`config.mk`:
```
export PLATFORM = sky130hd
export DESIGN_NAME = fb_clock_divider
export DESIGN_NICKNAME = d
export VERILOG_FILES = /design/src/rtl/fbdiv_pkg.sv /design/src/rtl/fbdiv_range_check.sv /design/src/rtl/fbdiv_frac_step.sv /design/src/rtl/fb_clock_divider.sv
export SDC_FILE = /design/constraint.sdc
export NUM_CORES = 1
export LEC_CHECK = 0
export BUFFER_PORTS_ARGS = -buffer_cell sky130_fd_sc_hd__buf_2
export CELL_PAD_IN_SITES_DETAIL_PLACEMENT = 0
export CELL_PAD_IN_SITES_GLOBAL_PLACEMENT = 2
export CORE_ASPECT_RATIO = 0.5
export CORE_MARGIN = 4
export CORE_UTILIZATION = 44
export DETAILED_ROUTE_END_ITERATION = 8
export PLACE_DENSITY = 0.95
export SLEW_MARGIN = 10
export SYNTH_ARGS = -nofsm -noshare
export SYNTH_HDL_FRONTEND = slang
export SYNTH_SLANG_ARGS = --single-unit
```
`constraint.sdc`:
```
create_clock -name clk -period 6.65 [get_ports clk]
set_clock_uncertainty 0.05 [all_clocks]
set_input_delay 1.33 -clock clk [delete_from_list [all_inputs] [get_ports clk]]
set_output_delay 1.33 -clock clk [all_outputs]
set_load 0.01 [all_outputs]
```
`src/rtl/fbdiv_pkg.sv`:
```
`timescale 1ns/1ps
package fbdiv_pkg;
    localparam int unsigned RATIO_W = 7;
    localparam int unsigned FRAC_W  = 16;

    typedef struct packed {
        logic               frac_mode;
        logic [RATIO_W-1:0] ratio;
        logic [FRAC_W-1:0]  frac;
    } div_cfg_t;

    typedef struct packed {
        div_cfg_t           act;
        div_cfg_t           pend;
        logic               pend_vld;
        logic [RATIO_W-1:0] cnt;
        logic [RATIO_W-1:0] len;
        logic [FRAC_W-1:0]  acc;
        logic               pulse;
        logic               err;
    } div_state_t;
endpackage

```
`src/rtl/fbdiv_range_check.sv`:
```
`timescale 1ns/1ps
module fbdiv_range_check import fbdiv_pkg::*; #(
    parameter int unsigned INT_LO  = 2,
    parameter int unsigned INT_HI  = 66,
    parameter int unsigned FRAC_LO = 8,
    parameter int unsigned FRAC_HI = 66
) (
    input  logic               frac_mode,
    input  logic [RATIO_W-1:0] ratio,
    output logic               legal
);
    localparam logic [RATIO_W-1:0] I_LO = RATIO_W'(INT_LO);
    localparam logic [RATIO_W-1:0] I_HI = RATIO_W'(INT_HI);
    localparam logic [RATIO_W-1:0] F_LO = RATIO_W'(FRAC_LO);
    localparam logic [RATIO_W-1:0] F_HI = RATIO_W'(FRAC_HI);

    always_comb begin
        if (frac_mode) legal = (ratio >= F_LO) && (ratio <= F_HI);
        else           legal = (ratio >= I_LO) && (ratio <= I_HI);
    end
endmodule

```
`src/rtl/fbdiv_frac_step.sv`:
```
`timescale 1ns/1ps
module fbdiv_frac_step #(
    parameter int unsigned W = 16
) (
    input  logic [W-1:0] base,
    input  logic [W-1:0] inc,
    output logic [W-1:0] sum,
    output logic         carry
);
    always_comb {carry, sum} = {1'b0, base} + {1'b0, inc};
endmodule

```
`src/rtl/fb_clock_divider.sv`:
```
`timescale 1ns/1ps
module fb_clock_divider import fbdiv_pkg::*; #(
    parameter int unsigned INT_LO  = 2,
    parameter int unsigned INT_HI  = 66,
    parameter int unsigned FRAC_LO = 8,
    parameter int unsigned FRAC_HI = 66
) (
    input  logic               clk,
    input  logic               rst_n,
    input  logic               frac_mode,
    input  logic [RATIO_W-1:0] ratio,
    input  logic [FRAC_W-1:0]  frac,
    input  logic               load,
    output logic               div_pulse,
    output logic               cfg_err
);
    localparam logic [RATIO_W-1:0] ONE = RATIO_W'(1);

    div_state_t         r_q, r_d;
    div_cfg_t           nxt_cfg;
    logic               cfg_legal;
    logic               wrap;
    logic [FRAC_W-1:0]  acc_base;
    logic [FRAC_W-1:0]  acc_sum;
    logic               acc_carry;

    fbdiv_range_check #(
        .INT_LO(INT_LO), .INT_HI(INT_HI), .FRAC_LO(FRAC_LO), .FRAC_HI(FRAC_HI)
    ) u_range (
        .frac_mode(frac_mode),
        .ratio    (ratio),
        .legal    (cfg_legal)
    );

    // setting for the period that starts at the next boundary
    always_comb begin
        nxt_cfg  = r_q.pend_vld ? r_q.pend : r_q.act;
        acc_base = r_q.pend_vld ? '0 : r_q.acc;
        wrap     = (r_q.cnt == r_q.len - ONE);
    end

    fbdiv_frac_step #(.W(FRAC_W)) u_step (
        .base (acc_base),
        .inc  (nxt_cfg.frac),
        .sum  (acc_sum),
        .carry(acc_carry)
    );

    always_comb begin
        r_d       = r_q;
        r_d.pulse = 1'b0;
        if (wrap) begin
            r_d.cnt      = '0;
            r_d.pulse    = 1'b1;
            r_d.act      = nxt_cfg;
            r_d.pend_vld = 1'b0;
            if (nxt_cfg.frac_mode) begin
                r_d.acc = acc_sum;
                r_d.len = nxt_cfg.ratio + {{(RATIO_W-1){1'b0}}, acc_carry};
            end else begin
                r_d.acc = '0;
                r_d.len = nxt_cfg.ratio;
            end
        end else begin
            r_d.cnt = r_q.cnt + ONE;
        end
        // a load in a boundary cycle parks for the following boundary
        if (load) begin
            if (cfg_legal) begin
                r_d.pend.frac_mode = frac_mode;
                r_d.pend.ratio     = ratio;
                r_d.pend.frac      = frac;
                r_d.pend_vld       = 1'b1;
                r_d.err            = 1'b0;
            end else begin
                r_d.err = 1'b1;
            end
        end
    end

    always_ff @(posedge clk or negedge rst_n) begin
        if (!rst_n) begin
            r_q           <= '0;
            r_q.act.ratio <= RATIO_W'(INT_LO);
            r_q.len       <= RATIO_W'(INT_LO);
        end else begin
            r_q <= r_d;
        end
    end

    assign div_pulse = r_q.pulse;
    assign cfg_err   = r_q.err;
endmodule

```
Word-level counts from Yosys, hierarchy flattened
Index checks and enable logic that the tools add are counted.

cells by class
  add/sub/neg operators = 4
  magnitude comparators = 3
  eq/ne operators = 1
  mux-type cells = 10
  reduce and logical (&&, ||, !) cells = 3

operators by type and width
  kind                                                                    count
  24-bit 2-to-1 mux                                                       1
  23-bit 2-to-1 mux                                                       1
  16-bit by 16-bit adder with 17-bit output                               1
  16-bit 2-to-1 mux                                                       1
  7-bit by 1-bit adder with 7-bit output                                  1
  7-bit by 1-bit adder with 7-bit output (second input constant)          1
  7-bit == test                                                           1
  7-bit by 2-bit >= comparator with 1-bit output (second input constant)  1
  7-bit by 4-bit >= comparator with 1-bit output (second input constant)  1
  7-bit <= comparator (second input constant)                             1
  7-bit 2-to-1 mux                                                        1
  7-bit by 1-bit subtractor with 7-bit output (second input constant)     1
  1-bit 2-to-1 mux                                                        6
  1-bit logical AND                                                       2
  2-bit AND reduction                                                     1

storage, ports and cells
  register bits = 81
  bits of input ports = 27
  output and inout bits = 2
  word-level logic and storage cells = 33

Depth between registers and ports, before layout
Gate-level depths: netlist of run 1.

  depth in word-level cells = 5
  depth in mapped cells = 19
  depth with buffers taken out = 16

Hierarchy
From an unflattened synthesis of run 1, not the netlist that was laid out.

unflattened totals
  cell total of the unflattened synthesis = 426
  area, all modules = 4767.1 um^2

modules (own cells, without submodules)
  module             times used  cells each  area an instance (um^2)  seq. area each (um^2)
  fb_clock_divider   1           310         3875.0                   2029.4
  fbdiv_frac_step    1           110         855.8                    0.0
  fbdiv_range_check  1           6           36.3                     0.0

Worst setup path after synthesis of run 1
Ideal clock, no wire load.

  path type = reg2reg
  start = reg r_q[32] (netlist bit)
  end = reg r_q[20] (netlist bit)
  library setup time = 0.125 ns
  data arrival time = 3.715 ns
  data required time = 6.475 ns
  setup slack = 2.760 ns
  stages on the path, launching flop included = 18
  buffers on the path = 4
  period minus slack after synthesis = 3.890 ns
  path through = dfrtp_1 -> clkbuf_1 -> clkbuf_1 -> buf_1 -> clkbuf_1 -> nor2_1 -> ha_1 -> a21o_1 -> a31oi_1 -> o21ai_0 -> a21oi_1 -> o21a_1 -> o21ai_0 -> ha_1 -> ha_1 -> nor2b_1 -> xnor2_1 -> mux2_2

on the way
  word-level cells in the longest chain between the ends = 4
  elaborated cells on any way between the ends = 5
  those cells by class = 2 x add/sub; 3 x mux

RTL lines
  element                                                        RTL line                                        source
  from (decl)                                                    fb_clock_divider.sv:19                          div_state_t r_q, r_d;
  from (signal assigned)                                         fb_clock_divider.sv:87                          r_q <= r_d;
  16-bit 2-to-1 mux / 24-bit 2-to-1 mux (equally long branches)  fb_clock_divider.sv:38, fb_clock_divider.sv:37
  16-bit by 16-bit adder with 17-bit output                      fbdiv_frac_step.sv:10                           always_comb {carry, sum} = {1'b0, base} + {1'b0, inc};
  7-bit by 1-bit adder with 7-bit output                         fb_clock_divider.sv:59                          r_d.len = nxt_cfg.ratio + {{(RATIO_W-1){1'b0}}, acc_carry};
  23-bit 2-to-1 mux *                                            fb_clock_divider.sv:57                          if (nxt_cfg.frac_mode) begin

Every way passes the cells marked *; elsewhere a longest branch is shown, timed or not.
A chain may end at the register's enable or synchronous reset.

==> flow_summary.ini, run 1 <==
[outcome]
status = finished, final reports clean

[critical_path]
r2r_start = r_q[32]
rr_worst_depth = 16
cp_top_family = flip-flops
endpoint_kind = register
cpMostUsedCell = ha_1
crit_arrival_ps = 4170
cp_data_required_time_ps = 6820
crit_chain = mux2_2, ha_1, inv_1, fa_1, nor2b_1, o2111ai_1, nand2_1, a21oi_1, o21a_1, o21ai_0, ha_1, ha_1, nand3_1, nor2_1, xnor2_1, mux2_2
startpoint_type = register
crit_fanout = 24
critical_path_class = register to register
cpPeakStageDelay_ps = 940
cp.depth = 16
cp_num_buf_inv = 1
slowest_stage = dfrtp_1
critPathLaunch = r_q[32]

[yosys]
synth_enable_flop_cells = 0
synth-main-ff-cell = dfrtp_1
ys_seq_area_frac = 0.438
ys_ff_latch = 81
synth_area_per_cell_um2 = 11.2
netlist_area_um2 = 4630
syn-num-nets = 461
syn_inst = 413
synth-async-reset-ratio = 1.00
ys.warnings.count = 0
synth.distinct_cells = 50

[floorplan]
die_y_um = 80.5
die_w_um = 153
ios = 29
start_util = 0.452
row_count = 26
core-area_um2 = 10200
fp.dieArea_um2 = 12300

[cts]
cts_tree = yes
h-tree-depth = 3
root_buffer = clkbuf_16
cts.clk_slew.worst_paths_ps = 60
worstSkewPairLatency_ps = 330
cts.repair.resized = 0
hold_buffers = 0
postCtsSetupRepairBufs = 0
cts_sinks = 81
clk_path_buf_depth = 2
cts_made_buffers = 9

[timing]
clock.fmax_mhz = 250
max-slew-margin-rel = 0.323
fin_tns_setup_ps = 0
fin_crit_ps = 4000
tightestPinTransition_ps = 1020
setup_violations = 0
setup_ws_ps = 2650
slew_viol_final = 0
fin_crit_sh = 0.601
rsz0062_at_grt = no
hold_viol = 0

[grt]
grt_pass1_vias = 3059
antenna_found_initial = 0
met3_usage = 0.0441
grtUsageMet1 = 0.212
grt.busiest_layer = met2
grt_util_met2 = 0.236
grt_pass1_wl_um = 15100
grt_overflow = 0
grt_util_all_layers = 0.152
grt_max_degree = 82

[placed_design]
gp_congestion = 0.821
place_ws_ps = 2630
hpwlAfterDp_um = 6060
portBuffers = 28

[layout]
insertedDiodeCount = 0
fill_cells = 907
drive_gt1_frac = 0.294
area_growth_pct = 12.7
finalNetCount = 490

[min_path]
min_path_cells = 1
hold_start = r_q[11]
hp-class = register to register

[power]
seqPwrFrac = 0.446
switching_share = 0.235
p_comb_frac = 0.130
p_clk_frac = 0.424
p_sw_mw = 0.280
power.density_nw_per_um2 = 229
internal-power_mw = 0.914
leakagePower_nw = 2.35
peakVddDrop_v = 0.000146

[drt]
drcViolationCount = 0
final_antenna_net_count = 0
drt-pass1-iter-count = 4
vias = 3116
drt-initial-drc-count = 211
post_drt_via_cell_ratio = 5.32
wl_per_cell_um = 14.9
wl_um = 8730

[flow_run]
cap_violations = 0
## power groups by stage
stage                     combinational [mW]  clock (mW)  sequential (mW)
after detailed placement               0.158           0            0.541
final                                  0.156       0.506            0.532
after global placement                 0.156           0            0.541
after CTS                              0.158       0.521            0.532
after global routing                   0.177       0.542            0.535
after floorplan                        0.115           0            0.535
## layout by cell type (no fill, tap or decap), types with 2 or more instances in the layout
| master | Yosys | routed |
|---|---|---|
| dfrtp_1 | 79 | 79 |
| mux2_2 | 72 | 72 |
| buf_2 | 0 | 27 |
| nor2_1 | 22 | 22 |
| o21ai_0 | 20 | 20 |
| ha_1 | 20 | 20 |
| inv_1 | 18 | 18 |
| nor2b_1 | 16 | 16 |
| a21oi_1 | 16 | 16 |
| xnor2_1 | 15 | 15 |
| nand2_1 | 13 | 13 |
| xor2_1 | 12 | 12 |
| clkbuf_16 | 0 | 9 |
| mux2i_1 | 8 | 8 |
| buf_4 | 4 | 8 |
| o41ai_1 | 7 | 7 |
| a211oi_1 | 6 | 6 |
| o2bb2ai_1 | 6 | 6 |
| nand2b_1 | 5 | 5 |
| nor3_1 | 6 | 5 |
| nand3_1 | 5 | 5 |
| and3_1 | 4 | 4 |
| a21o_1 | 3 | 3 |
| a31oi_1 | 3 | 3 |
| o21a_1 | 3 | 3 |
| o31ai_1 | 3 | 3 |
| nor4_1 | 3 | 3 |
| o211ai_1 | 3 | 3 |
| a2111oi_0 | 3 | 3 |
| clkbuf_8 | 0 | 3 |
| or4_1 | 2 | 2 |
| a32oi_1 | 2 | 2 |
| a31o_2 | 2 | 2 |
| nor3_4 | 2 | 2 |
| dfstp_2 | 2 | 2 |
## through the flow
stage / instances / power, mW / area, um^2 / hold WS [ps] / utilization
after floorplan: 413 / 0.650 / 4630 / 400 / -
after global placement: 571 / 0.697 / 4910 / 409 / 0.479
after detailed placement: 571 / 0.699 / 4910 / 417 / 0.479
after CTS: 586 / 1.21 / 5220 / 430 / 0.509
after global routing: 586 / 1.25 / 5220 / 459 / 0.509
final: 586 / 1.19 / 5220 / 428 / 0.509
## final cells by class
type / instances / area (um^2) / share of cell area
multi-input combinational: 297 / 2440 / 0.468
tap: 140 / 175 / 0.0336
inverter: 18 / 67.6 / 0.0129
clock inverter: 2 / 37.5 / 0.00719
timing repair buffer: 35 / 195 / 0.0374
sequential: 81 / 2030 / 0.389
clock buffer: 13 / 270 / 0.0518
## Yosys cell counts, types with 2 or more instances
library cell / count / area share
a2111oi_0: 3 / 0.0057
o211ai_1: 3 / 0.0049
or4_1: 2 / 0.0032
a32oi_1: 2 / 0.0038
ha_1: 20 / 0.054
a21o_1: 3 / 0.0049
mux2_2: 72 / 0.18
buf_6: 2 / 0.0049
dfrtp_1: 79 / 0.43
a31o_2: 2 / 0.0038
xor2_1: 12 / 0.023
buf_4: 4 / 0.0065
a31oi_1: 3 / 0.0041
nor2_1: 22 / 0.018
o31ai_1: 3 / 0.0049
clkbuf_1: 10 / 0.0081
xnor2_1: 15 / 0.028
nand3_1: 5 / 0.0054
mux2i_1: 8 / 0.017
o21ai_0: 20 / 0.022
dfstp_2: 2 / 0.011
a211oi_1: 6 / 0.0097
a21oi_1: 16 / 0.017
nand2_1: 13 / 0.011
o2bb2ai_1: 6 / 0.011
o41ai_1: 7 / 0.013
o21a_1: 3 / 0.0049
and3_1: 4 / 0.0054
nor3_4: 2 / 0.0070
nor4_1: 3 / 0.0041
inv_1: 18 / 0.015
nor2b_1: 16 / 0.022
nand2b_1: 5 / 0.0068
nor3_1: 6 / 0.0065
## final timing paths
check / to / slack (ps)
max: r_q[24] / 2650
min: r_q[11] / 430
max reg2reg: r_q[24] / 2650
min reg2reg: r_q[11] / 430
max in group asynchronous: r_q[57] / 4780
min in group asynchronous: r_q[29] / 1110
## per-layer routing
| metal | share of wire | up-vias |
|---|---|---|
| li1 | - | 1560 |
| met1 | 0.51 | 1507 |
| met2 | 0.45 | 43 |
| met3 | 0.033 | 6 |
| met4 | 0.0061 | 0 |
| met5 | 0 | - |
## flip-flops by register name, summed over array words and instances, names as in the netlist
| name | cells |
|---|---|
| r_q | 79 |
| cfg_err | 1 |
| div_pulse | 1 |
## cell families after synthesis
| group | after synthesis | share of synthesized area |
|---|---|---|
| buf+inv | 35 | 0.0349 |
| flops | 81 | 0.438 |
| simple gates | 84 | 0.0989 |
| xor+xnor | 27 | 0.0511 |
| compound gates | 84 | 0.123 |
| mux | 81 | 0.195 |
| fa+ha+maj | 21 | 0.0584 |
Note: power is estimated with default switching activity, not from simulation.
==> run 2, diff against run 1 <==
CORE_UTILIZATION = 41   (was 44)
PLACE_DENSITY = 0.9   (was 0.95)
clock period = 3.7 ns   (was 6.65 ns; I/O delays follow)
==> run 2 against run 1 <==
Compared with the run above:
- wire length rose by 1.0%
- total power up 72%
- count of clock-buffer cells in the layout down 3
- sequential share of layout area is 0.31 points lower
- sequential power grew 80%
- final cell count is 2.0% higher
- design area increased by 0.79%
- clock power is 59% higher
==> flow_summary.ini, run 2 (synthesized netlist as in run 1, its figures left out) <==
[cts]
cts.clk_slew.worst_paths_ps = 60
hold_buffers = 0
postCtsSetupRepairBufs = 0
cts.repair.resized = 0
worstSkewPairLatency_ps = 340
cts_made_buffers = 9
cts_sinks = 81
root_buffer = clkbuf_16
cts_tree = yes
h-tree-depth = 3
clk_path_buf_depth = 2

[placed_design]
gp_congestion = 0.805
place_ws_ps = 170
hpwlAfterDp_um = 6130
portBuffers = 28

[drt]
drt-pass1-iter-count = 4
drcViolationCount = 0
post_drt_via_cell_ratio = 5.19
drt-initial-drc-count = 123
vias = 3103
final_antenna_net_count = 0
wl_per_cell_um = 14.8
wl_um = 8820

[floorplan]
ios = 29
row_count = 27
start_util = 0.420
die_y_um = 83.1
die_w_um = 158
core-area_um2 = 11000
fp.dieArea_um2 = 13200

[critical_path]
slowest_stage = dfrtp_1
r2r-end = r_q[24]
cp_data_required_time_ps = 3870
r2r_start = r_q[32]
critical_path_class = register to register
cp_top_family = compound AO/OA/AOI/OAI gates
startpoint_type = register
endpoint_kind = register
cp.depth = 15
r2r_slack_ps = 310
cp_num_buf_inv = 1
cpMostUsedCell = ha_1
crit_arrival_ps = 3570
crit_fanout = 20
cpPeakStageDelay_ps = 430
rr_worst_depth = 15
crit_chain = buf_12, mux2_2, ha_1, a21o_1, a31oi_1, o21ai_1, a21oi_2, o21a_1, o21ai_1, ha_1, ha_1, nand3_1, nor2_2, xnor2_1, mux2_2

[timing]
setup_ws_ps = 308
setup_violations = 0
max-slew-margin-rel = 0.319
whs_ps = 432
fin_crit_ps = 3390
fin_tns_setup_ps = 0
clock.fmax_mhz = 295
slew_viol_final = 0
fin_crit_sh = 0.917
tightestPinTransition_ps = 1020
hold_viol = 0
rsz0062_at_grt = no

[grt]
grt_pass1_vias = 3138
grt_util_all_layers = 0.146
grt_overflow = 0
grt_max_degree = 82
antenna_found_initial = 0
grt_pass1_wl_um = 15600

[power]
peakVddDrop_v = 0.000219
leakagePower_nw = 2.37
power.density_nw_per_um2 = 390
power_mw = 2.05

[layout]
finalNetCount = 496
insertedDiodeCount = 0
final_common_cell = dfrtp_1
largest_reg_flops = 79
layout_common_cells = 79 x dfrtp_1, 72 x mux2_2, 27 x buf_2
seqCellArea_um2 = 2030
multi_input_area_um2 = 2450
top_register = r_q
fill_cells = 1015
drive_gt1_frac = 0.311
area_growth_pct = 13.6

[min_path]
min_path_cells = 1
hold_start = cfg_err
hp-class = register to register
holdPathEnd = cfg_err

[flow_run]
cap_violations = 0

[outcome]
status = finished, final reports clean
==> run 2: power breakdown <==
part | total, mW | internal [mW] | switching (mW)
Combinational | 0.290 | 0.142 | 0.147
Sequential | 0.956 | 0.930 | 0.0261
Clock | 0.804 | 0.449 | 0.354
==> run 2: per-stage QoR <==
step,cells,instance area [um^2],utilization
global route,598,5260,0.478
global placement,582,4990,0.453
detailed placement,582,4990,0.453
finish,598,5260,0.478
CTS,598,5250,0.477
floorplan,413,4630,-
==> run 2: worst register-to-register path, cell delays in order, from the launching register on <==
cell and delay [ps]:
dfrtp_1 430, buf_12 190, mux2_2 370, ha_1 360
a21o_1 230, a31oi_1 160, o21ai_1 140, a21oi_2 190
o21a_1 150, o21ai_1 70, ha_1 200, ha_1 190
nand3_1 110, nor2_2 60, xnor2_1 120, mux2_2 260
==> run 2: metal layers <==
layer	vias up	GRT usage	wire length, um
met5	-	0	0
met4	0	0.0372	97
met3	8	0.0406	212
met2	21	0.217	3880
met1	1503	0.211	4640
li1	1571	-	-
==> run 2: worst max-delay path by stage <==
stage / startpoint / end / slack (ps)
3_3_place_gp: r_q[32] / r_q[24] / 260
2_1_floorplan: r_q[32] / r_q[24] / 70
6_report: r_q[32] / r_q[24] / 310
4_1_cts: r_q[32] / r_q[24] / 140
3_5_place_dp: r_q[32] / r_q[24] / 170
5_1_grt: r_q[32] / r_q[24] / 20
==> run 2: final cells by class <==
cell class                      count  area share
Clock inverter                      6     0.00666
Inverter                           18      0.0128
Timing Repair Buffer               41      0.0504
Tap cell                          145      0.0345
Sequential cell                    81       0.386
Multi-Input combinational cell    297       0.466
Clock buffer                       10      0.0435
==> run 3, diff against run 2 <==
BUFFER_PORTS_ARGS = -buffer_cell sky130_fd_sc_hd__buf_4   (was -buffer_cell sky130_fd_sc_hd__buf_2)
GPL_ROUTABILITY_DRIVEN = 0   (was default)
==> run 3 against run 2 <==
Compared with the run above:
- non-clock buffer count unchanged
- count of clock-buffer cells in the layout increased by 3
- largest cell class unchanged
- clock power up 16%
- highest routed layer unchanged
- wire length is 2.4% lower
- sequential share of layout area fell by 0.78 points
- largest power group unchanged
- critical endpoint unchanged
- design area grew 2.1%
- final cell count unchanged
- register-to-register slack got worse by 90 ps
- utilization increased by 0.99 points
- combinational power up 2%
==> flow_summary.ini, run 3 (synthesized netlist as in run 1, its figures left out) <==
[timing]
max-slew-margin-rel = 0.308
rsz0062_at_grt = no
hold_viol = 0
clock.fmax_mhz = 287
fin_crit_sh = 0.940
slew_viol_final = 0
fin_tns_setup_ps = 0
whs_ps = 435
setup_ws_ps = 220
tightestPinTransition_ps = 1040
setup_violations = 0
fin_crit_ps = 3480

[min_path]
holdPathEnd = cfg_err
min_path_cells = 1
hold_start = cfg_err
hp-class = register to register

[cts]
cts_made_buffers = 9
cts.repair.resized = 0
postCtsSetupRepairBufs = 0
cts_sinks = 81
clk_path_buf_depth = 2
cts.clk_slew.worst_paths_ps = 60
hold_buffers = 0
cts_tree = yes
h-tree-depth = 3
root_buffer = clkbuf_16
worstSkewPairLatency_ps = 330

[drt]
drt-initial-drc-count = 88
wl_per_cell_um = 14.4
drcViolationCount = 0
final_antenna_net_count = 0
vias = 3156
drt-pass1-iter-count = 4
post_drt_via_cell_ratio = 5.28
wl_um = 8610

[grt]
grt_overflow = 0
antenna_found_initial = 0
grt_pass1_wl_um = 15100
grt_max_degree = 82
grt_pass1_vias = 3113
grt_util_all_layers = 0.140

[layout]
finalNetCount = 496
area_growth_pct = 16.0
largest_reg_flops = 79
drive_gt1_frac = 0.305
layout_common_cells = 79 x dfrtp_1, 72 x mux2_2, 39 x buf_4
fin_area_um2 = 5370
insertedDiodeCount = 0
fill_cells = 1046
final_common_cell = dfrtp_1
top_register = r_q

[critical_path]
slowest_stage = dfrtp_1
critical_path_class = register to register
r2r_slack_ps = 220
cpMostUsedCell = ha_1
cpPeakStageDelay_ps = 420
crit_arrival_ps = 3650
r2r_start = r_q[32]
startpoint_type = register
rr_worst_depth = 15
crit_chain = buf_12, mux2_2, ha_1, a21o_1, a21oi_1, o21ai_0, a21oi_2, o21a_1, o21ai_0, ha_1, ha_1, nand3_1, nor2_1, xnor2_1, mux2_2
crit_fanout = 20
r2r-end = r_q[24]
cp_data_required_time_ps = 3870
endpoint_kind = register

[placed_design]
place_area_um2 = 5050
hpwlAfterDp_um = 5920
portBuffers = 28
place_ws_ps = 195

[floorplan]
row_count = 27
start_util = 0.420
ios = 29
die_y_um = 83.1
fp.dieArea_um2 = 13200
core-area_um2 = 11000
die_w_um = 158

[power]
peakVddDrop_v = 0.000234
power.density_nw_per_um2 = 407
leakagePower_nw = 2.41

[outcome]
status = finished, final reports clean

[flow_run]
cap_violations = 0
==> run 3: cell count changes in the layout (fill, tap and decap cells not counted), sizes merged <==
cell	change
bufinv	+2
clkinvlp	-1
clkinv	-4
clkbuf	+3
==> run 3: metal layers <==
| layer | global-route usage | vias to the layer above | wire (um) |
|---|---|---|---|
| li1 | - | 1572 | - |
| met5 | 0 | - | 0 |
| met4 | 0.0372 | 0 | 97 |
| met1 | 0.205 | 1542 | 4520 |
| met3 | 0.0375 | 8 | 277 |
| met2 | 0.203 | 34 | 3720 |
==> run 3: how the worst max path moves through the flow <==
stage / from / depth (start not counted) / end
6_report: r_q[32] / 15 / r_q[24]
3_3_place_gp: r_q[32] / 15 / r_q[24]
4_1_cts: r_q[32] / 15 / r_q[24]
5_1_grt: r_q[32] / 15 / r_q[24]
2_1_floorplan: r_q[32] / 18 / r_q[24]
3_5_place_dp: r_q[32] / 15 / r_q[24]
==> run 3: critical path, delay by kind of cell (launching register included) <==
kind / cells / cell delay, ps
AOI/OAI and AO/OA: 6 / 1010
xor gates and xnor gates: 1 / 90
adders and majority gates: 3 / 720
buffers and inverters: 1 / 190
DFF: 1 / 420
muxes: 2 / 620
and+or+nand+nor: 2 / 260
==> run 3: report_power, final <==
part | internal [mW] | leakage (nW) | switching (mW)
Sequential | 0.930 | 1.05 | 0.0262
Clock | 0.592 | 0.144 | 0.342
Combinational | 0.150 | 1.22 | 0.146
Total | 1.67 | 2.41 | 0.514
==> run 3: cell type report <==
type	count	area (um^2)	share of cell area
multi-input cells	297	2450	0.456
flip-flops and latches	81	2030	0.378
repair buffers	41	333	0.0620
clock buffers	13	240	0.0448
well taps	145	181	0.0338
clock inverters	3	67.6	0.0126
inverters	18	67.6	0.0126
==> run 3: per-stage QoR <==
step | std cells | total power [mW] | utilization
detailed placement | 582 | 1.27 | 0.459
global placement | 582 | 1.27 | 0.459
finish | 598 | 2.19 | 0.487
CTS | 598 | 2.21 | 0.487
global route | 598 | 2.28 | 0.487
floorplan | 413 | 1.17 | -
